$ cat src/rtl/vad_pkg.sv
package vad_pkg;
   typedef enum logic {
      VAD_SILENT = 1'b0,
      VAD_SPEECH = 1'b1
   } vad_state_e;
endpackage

$ cat src/rtl/vad_frame_energy.sv
module vad_frame_energy #(
   parameter int SAMPLE_W  = 16,
   parameter int FRAME_LEN = 55,
   parameter int ACC_W     = 38
) (
   input  logic                clk,
   input  logic                rst,
   input  logic                take,
   input  logic [SAMPLE_W-1:0] sample,
   input  logic [ACC_W-1:0]    thr,
   output logic                frame_end,
   output logic                frame_loud
);
   localparam int IDX_W  = (FRAME_LEN > 1) ? $clog2(FRAME_LEN) : 1;
   localparam int PROD_W = 2 * SAMPLE_W;
   localparam bit POW2   = (FRAME_LEN == (1 << IDX_W));

   generate
      if (FRAME_LEN < 2) begin : g_bad_len
         $error("FRAME_LEN must be at least 2");
      end
      if (ACC_W < PROD_W + IDX_W) begin : g_bad_acc
         $error("ACC_W too narrow for a full frame of squares");
      end
   endgenerate

   logic [IDX_W-1:0]         idx;
   logic [ACC_W-1:0]         acc;
   logic signed [PROD_W-1:0] prod;
   logic [ACC_W-1:0]         sq;
   logic [ACC_W-1:0]         total;
   logic                     last;

   always_comb begin
      prod  = $signed(sample) * $signed(sample);
      sq    = {{(ACC_W - PROD_W){1'b0}}, prod};
      total = acc + sq;
   end

   generate
      if (POW2) begin : g_wrap
         assign last = &idx;
      end else begin : g_cmp
         assign last = (idx == IDX_W'(FRAME_LEN - 1));
      end
   endgenerate

   assign frame_end  = take && last;
   assign frame_loud = total > thr;

   always_ff @(posedge clk) begin
      if (rst) begin
         idx <= '0;
         acc <= '0;
      end else if (take) begin
         if (last) begin
            idx <= '0;
            acc <= '0;
         end else begin
            idx <= idx + 1'b1;
            acc <= total;
         end
      end
   end

   a_r2_idx_range: assert property (@(posedge clk) disable iff (rst)
      idx <= IDX_W'(FRAME_LEN - 1));

endmodule

$ cat src/rtl/vad_debounce.sv
module vad_debounce #(
   parameter int CNT_W = 8
) (
   input  logic             clk,
   input  logic             rst,
   input  logic             frame_end,
   input  logic             frame_loud,
   input  logic [CNT_W-1:0] on_lim,
   input  logic [CNT_W-1:0] off_lim,
   output logic             active,
   output logic             onset,
   output logic             offset
);
   import vad_pkg::*;

   generate
      if (CNT_W < 1) begin : g_bad_cnt
         $error("CNT_W must be positive");
      end
   endgenerate

   vad_state_e       state;
   logic [CNT_W-1:0] run;
   logic [CNT_W:0]   run_next;
   logic [CNT_W:0]   eff_lim;
   logic [CNT_W-1:0] sel_lim;
   logic             toward;

   always_comb begin
      sel_lim  = (state == VAD_SPEECH) ? off_lim : on_lim;
      eff_lim  = (sel_lim == '0) ? (CNT_W+1)'(1) : {1'b0, sel_lim};
      run_next = {1'b0, run} + 1'b1;
      toward   = (state == VAD_SPEECH) ? !frame_loud : frame_loud;
   end

   always_ff @(posedge clk) begin
      if (rst) begin
         state  <= VAD_SILENT;
         run    <= '0;
         onset  <= 1'b0;
         offset <= 1'b0;
      end else begin
         onset  <= 1'b0;
         offset <= 1'b0;
         if (frame_end) begin
            if (!toward) begin
               run <= '0;
            end else if (run_next >= eff_lim) begin
               run <= '0;
               if (state == VAD_SPEECH) begin
                  state  <= VAD_SILENT;
                  offset <= 1'b1;
               end else begin
                  state  <= VAD_SPEECH;
                  onset  <= 1'b1;
               end
            end else begin
               run <= run_next[CNT_W-1:0];
            end
         end
      end
   end

   assign active = (state == VAD_SPEECH);

   a_r7_onset_edge: assert property (@(posedge clk) disable iff (rst)
      onset |-> (active && !$past(active)));
   a_r7_offset_edge: assert property (@(posedge clk) disable iff (rst)
      offset |-> (!active && $past(active)));
   a_r7_pulse_excl: assert property (@(posedge clk) disable iff (rst)
      $onehot0({onset, offset}));

endmodule

$ cat src/rtl/vad_gate.sv
module vad_gate #(
   parameter int SAMPLE_W  = 16,
   parameter bit ZERO_IDLE = 1'b1
) (
   input  logic                clk,
   input  logic                rst,
   input  logic                active,
   input  logic                s_valid,
   input  logic [SAMPLE_W-1:0] s_data,
   input  logic                m_ready,
   output logic                s_ready,
   output logic                m_valid,
   output logic [SAMPLE_W-1:0] m_data,
   output logic                take
);
   assign s_ready = active ? m_ready : 1'b1;
   assign m_valid = active && s_valid;
   assign take    = s_valid && s_ready;

   generate
      if (ZERO_IDLE) begin : g_zero
         assign m_data = m_valid ? s_data : '0;
      end else begin : g_pass
         assign m_data = s_data;
      end
   endgenerate

   a_r8_idle_drop: assert property (@(posedge clk) disable iff (rst)
      !active |-> (s_ready && !m_valid));

endmodule

$ cat src/rtl/energy_vad.sv
module energy_vad #(
   parameter int SAMPLE_W  = 16,
   parameter int FRAME_LEN = 55,
   parameter int ACC_W     = 38,
   parameter int CNT_W     = 8
) (
   input  logic                clk,
   input  logic                rst,
   input  logic [ACC_W-1:0]    energy_thr,
   input  logic [CNT_W-1:0]    onset_frames,
   input  logic [CNT_W-1:0]    offset_frames,
   input  logic                s_valid,
   output logic                s_ready,
   input  logic [SAMPLE_W-1:0] s_data,
   output logic                m_valid,
   input  logic                m_ready,
   output logic [SAMPLE_W-1:0] m_data,
   output logic                voice_active,
   output logic                onset_pulse,
   output logic                offset_pulse
);
   logic take;
   logic frame_end;
   logic frame_loud;

   vad_gate #(.SAMPLE_W(SAMPLE_W), .ZERO_IDLE(1'b1)) u_gate (
      .clk(clk), .rst(rst), .active(voice_active),
      .s_valid(s_valid), .s_data(s_data), .m_ready(m_ready),
      .s_ready(s_ready), .m_valid(m_valid), .m_data(m_data), .take(take)
   );

   vad_frame_energy #(.SAMPLE_W(SAMPLE_W), .FRAME_LEN(FRAME_LEN), .ACC_W(ACC_W)) u_energy (
      .clk(clk), .rst(rst), .take(take), .sample(s_data), .thr(energy_thr),
      .frame_end(frame_end), .frame_loud(frame_loud)
   );

   vad_debounce #(.CNT_W(CNT_W)) u_deb (
      .clk(clk), .rst(rst), .frame_end(frame_end), .frame_loud(frame_loud),
      .on_lim(onset_frames), .off_lim(offset_frames),
      .active(voice_active), .onset(onset_pulse), .offset(offset_pulse)
   );

   a_r10_frame_boundary: assert property (@(posedge clk) disable iff (rst)
      (voice_active != $past(voice_active)) |-> $past(frame_end));

endmodule

$ cat config.mk
export PLATFORM = sky130hd
export DESIGN_NAME = energy_vad
export DESIGN_NICKNAME = d
export VERILOG_FILES = /design/src/rtl/vad_pkg.sv /design/src/rtl/vad_frame_energy.sv /design/src/rtl/vad_debounce.sv /design/src/rtl/vad_gate.sv /design/src/rtl/energy_vad.sv
export SDC_FILE = /design/constraint.sdc
export NUM_CORES = 1
export LEC_CHECK = 0
export BUFFER_PORTS_ARGS = -buffer_cell sky130_fd_sc_hd__buf_4
export CAP_MARGIN = 10
export CORE_MARGIN = 2
export CORE_UTILIZATION = 23
export DETAILED_ROUTE_END_ITERATION = 12
export PLACE_DENSITY = 0.46
export SYNTH_ARGS = -nofsm -noshare
export SYNTH_HDL_FRONTEND = slang
export SYNTH_SLANG_ARGS = --single-unit
$ cat constraint.sdc
create_clock -name clk -period 11.38 [get_ports clk]
set_clock_uncertainty 0.05 [all_clocks]
set_input_delay 2.276 -clock clk [delete_from_list [all_inputs] [get_ports clk]]
set_output_delay 2.276 -clock clk [all_outputs]
set_load 0.02 [all_outputs]
==> flow_metrics.py <==
metrics = {
    "run_status": {
        "status": "completed",
    },
    "timing": {
        "drv_slew": 0,
        "timing.hold.ws_ps": 409.6,
        "worst_pin_slew_ps": 1137,
        "finalCriticalPeriod_ps": 10970,
        "tns_ps": 0,
        "slew_headroom_pct": 23.91,
        "period_share_pct": 96.36,
        "timing.fmax_mhz": 91.20,
        "final_hold_viol_count": 0,
        "setup_viol": 0,
        "final.setup.worst_slack_ps": 414.7,
    },
    "placement": {
        "hpwl_um": 33780,
        "numPlacedInstances": 2698,
        "preCtsSetupSlack_ps": -311.7,
        "place_congestion": 0.8421,
        "port_buffers": 94,
    },
    "clocking": {
        "clk_latency_ps": 310,
        "clockRootBuffer": "clkbuf_16",
        "clockBufferDepth": 2,
        "cts_buffers": 5,
        "ctsHoldBuffers": 0,
        "clock_sinks": 55,
        "h-tree-depth": 2,
        "clkTransAtPathRegs_ps": 80,
        "cts_tree": "built",
    },
    "die": {
        "dieArea_um2": 63670,
        "fp.dieH_um": 252.3,
        "core_um2": 61370,
        "die_w_um": 252.3,
        "rows": 91,
        "io-pin-count": 95,
        "start_util_pct": 23.11,
    },
    "cells_and_area": {
        "drive_gt1_share_pct": 19.59,
        "area_growth_pct": 25.26,
        "instances_no_fill": 2714,
        "final_nets": 2404,
        "fillCellCount": 6478,
        "n_antenna_cell": 0,
        "final_common_cell": "inv_1",
        "final_cell_mix": "inv_1, buf_4, fa_1",
        "seq_area_um2": 1101,
        "multiInputGateArea_um2": 11780,
    },
    "grt": {
        "grt_pass1_vias": 12480,
        "grt_pass1_wl_um": 62400,
        "grtUsageTotal_pct": 12.12,
        "grt_max_degree": 38,
        "grt_antenna_before_repair": 0,
        "grt_overflow_total": 0,
    },
    "routing": {
        "drt_iter0_drc": 359,
        "vias": 11820,
        "first_pass_iters": 5,
        "wl_um": 37940,
        "ant_nets": 0,
        "drc": 0,
        "vias_per_cell": 4.354,
        "routedWlPerCell_um": 13.98,
    },
    "critical_path": {
        "crit_family": "adder cells",
        "path_max_fanout": 9,
        "cp-startpoint": "s_data[9]",
        "ff2ff_path_depth": 19,
        "reg2reg_from": "u_energy.acc[6]$_SDFFE_PP0P_",
        "start_kind": "primary input",
        "cp_slowest_cell": "fa_1",
        "slowest_delay_ps": 550,
        "end_kind": "flip-flop",
        "reg2reg_slack_ps": 6570,
        "cp.buffers_inverters": 13,
        "crit_arrival_ps": 11110,
        "cpMostUsedCell": "buf_4",
        "r2r-end": "u_deb.run[3]$_SDFFE_PP0P_",
        "required_ps": 11520,
        "path_class": "in2reg",
    },
    "yosys": {
        "yosysWarnings": 0,
        "synth_seq_area_share_pct": 7.763,
        "synth_top_area_cell": "fa_1",
        "syn_inst": 1662,
        "synth-edff-count": 0,
        "synth_top_area_share_pct": 33.73,
        "muxShareOfSynthArea_pct": 0.6440,
        "ys_ff_latch": 55,
        "synth_fp_nets": 2143,
        "synth_compound_area_share_pct": 12.53,
        "synth_fa_ha_area_share_pct": 48.55,
        "synth_flop_cell": "dfxtp_1",
        "synth_cell_type_count": 66,
        "yosys.area_share.simple_pct": 14.17,
        "synth_area_um2": 14180,
        "avgSynthCellArea_um2": 8.534,
        "synthTopCellsByArea": "fa_1, ha_1, inv_1",
        "async_reset_ff_share_pct": 0,
        "synth_top_family_by_area": "adder cells",
        "synth-xor-area-share_pct": 4.940,
    },
    "hold_path": {
        "hold_class": "reg2reg",
        "min_path_cells": 2,
        "hold_path_end": "u_energy.acc[2]$_SDFFE_PP0P_",
        "min_from": "u_energy.acc[2]$_SDFFE_PP0P_",
    },
    "job": {
        "cap_violations": 0,
    },
}
worst max-delay path by stage:
stage | depth (start not counted) | end
floorplan | 35 | u_deb.run[2]$_SDFFE_PP0P_
global placement | 37 | u_deb.run[2]$_SDFFE_PP0P_
detailed placement | 41 | u_deb.run[0]$_SDFFE_PP0P_
CTS | 41 | u_deb.run[2]$_SDFFE_PP0P_
global route | 44 | u_deb.run[5]$_SDFFE_PP0P_
finish | 42 | u_deb.run[3]$_SDFFE_PP0P_
synthesized netlist by cell type, types with 4 or more instances:
cell / instances
inv_1: 389
fa_1: 239
ha_1: 168
nand2_1: 132
nor2_1: 95
a21oi_1: 69
xnor2_1: 56
dfxtp_1: 55
o21ai_0: 50
and2_1: 49
clkbuf_1: 40
nand3_1: 27
and3_1: 24
xor2_1: 24
a21o_1: 18
nor3_1: 18
a22oi_1: 17
o21a_1: 17
nand2b_1: 13
nand4_1: 13
a22o_1: 12
a211oi_1: 10
nor2b_1: 10
a31oi_1: 9
mux2i_1: 8
nand3b_1: 6
o211ai_1: 6
a21boi_0: 5
o2111ai_1: 5
or3_1: 5
or4_1: 5
o211a_1: 4
o21ai_1: 4
o32ai_1: 4
or2_2: 4
tightest hold or removal path, stage by stage, from the launching register on:
cell	delay, ps
dfxtp_1	320
nand2_1	50
a21oi_1	50
flip-flops by register name, indices dropped and copies added (netlist names):
| register | count |
|---|---|
| u_energy.acc | 38 |
| u_deb.run | 8 |
| u_energy.idx | 6 |
| u_deb.active | 1 |
| u_deb.offset | 1 |
| u_deb.onset | 1 |
routing by layer:
layer / track usage, % / routed length, um / up-vias
li1: - / - / 5820
met1: 14.97 / 16180 / 5849
met2: 22.89 / 20340 / 110
met3: 0.8445 / 640 / 38
met4: 2.654 / 773 / 0
met5: 0 / 0 / -
logic make-up (layout without fill, tap and decap cells):
kind of cell / after synthesis / in the layout
flops: 55 / 55
mux: 9 / 9
compound gates: 265 / 265
fa+ha+maj: 407 / 407
buf+inv: 431 / 693
xor+xnor: 80 / 80
simple gates: 415 / 415
timing repair:
action / CTS / global route
endpoints found under the setup margin: 5 / 11
pin swaps: 0 / 33
hold endpoints to repair: 0 / 0
resized for setup: 2 / 79
buffers inserted: 0 / 8
metrics by stage:
stage	area [um^2]	util (%)
floorplan	14180	-
global placement	17200	28.03
detailed placement	17200	28.03
CTS	17380	28.31
global route	17770	28.95
finish	17770	28.95
cell type report:
cell class | count | share of cell area (%)
multi-input combinational | 1176 | 66.31
timing repair buffer | 296 | 12.73
inverter | 389 | 8.240
sequential | 55 | 6.198
tap | 790 | 5.564
clock buffer | 5 | 0.7043
clock inverter | 3 | 0.2465
Power is not shown: default switching activity piles up to over one toggle a cycle in this logic, so the estimate is an artifact.
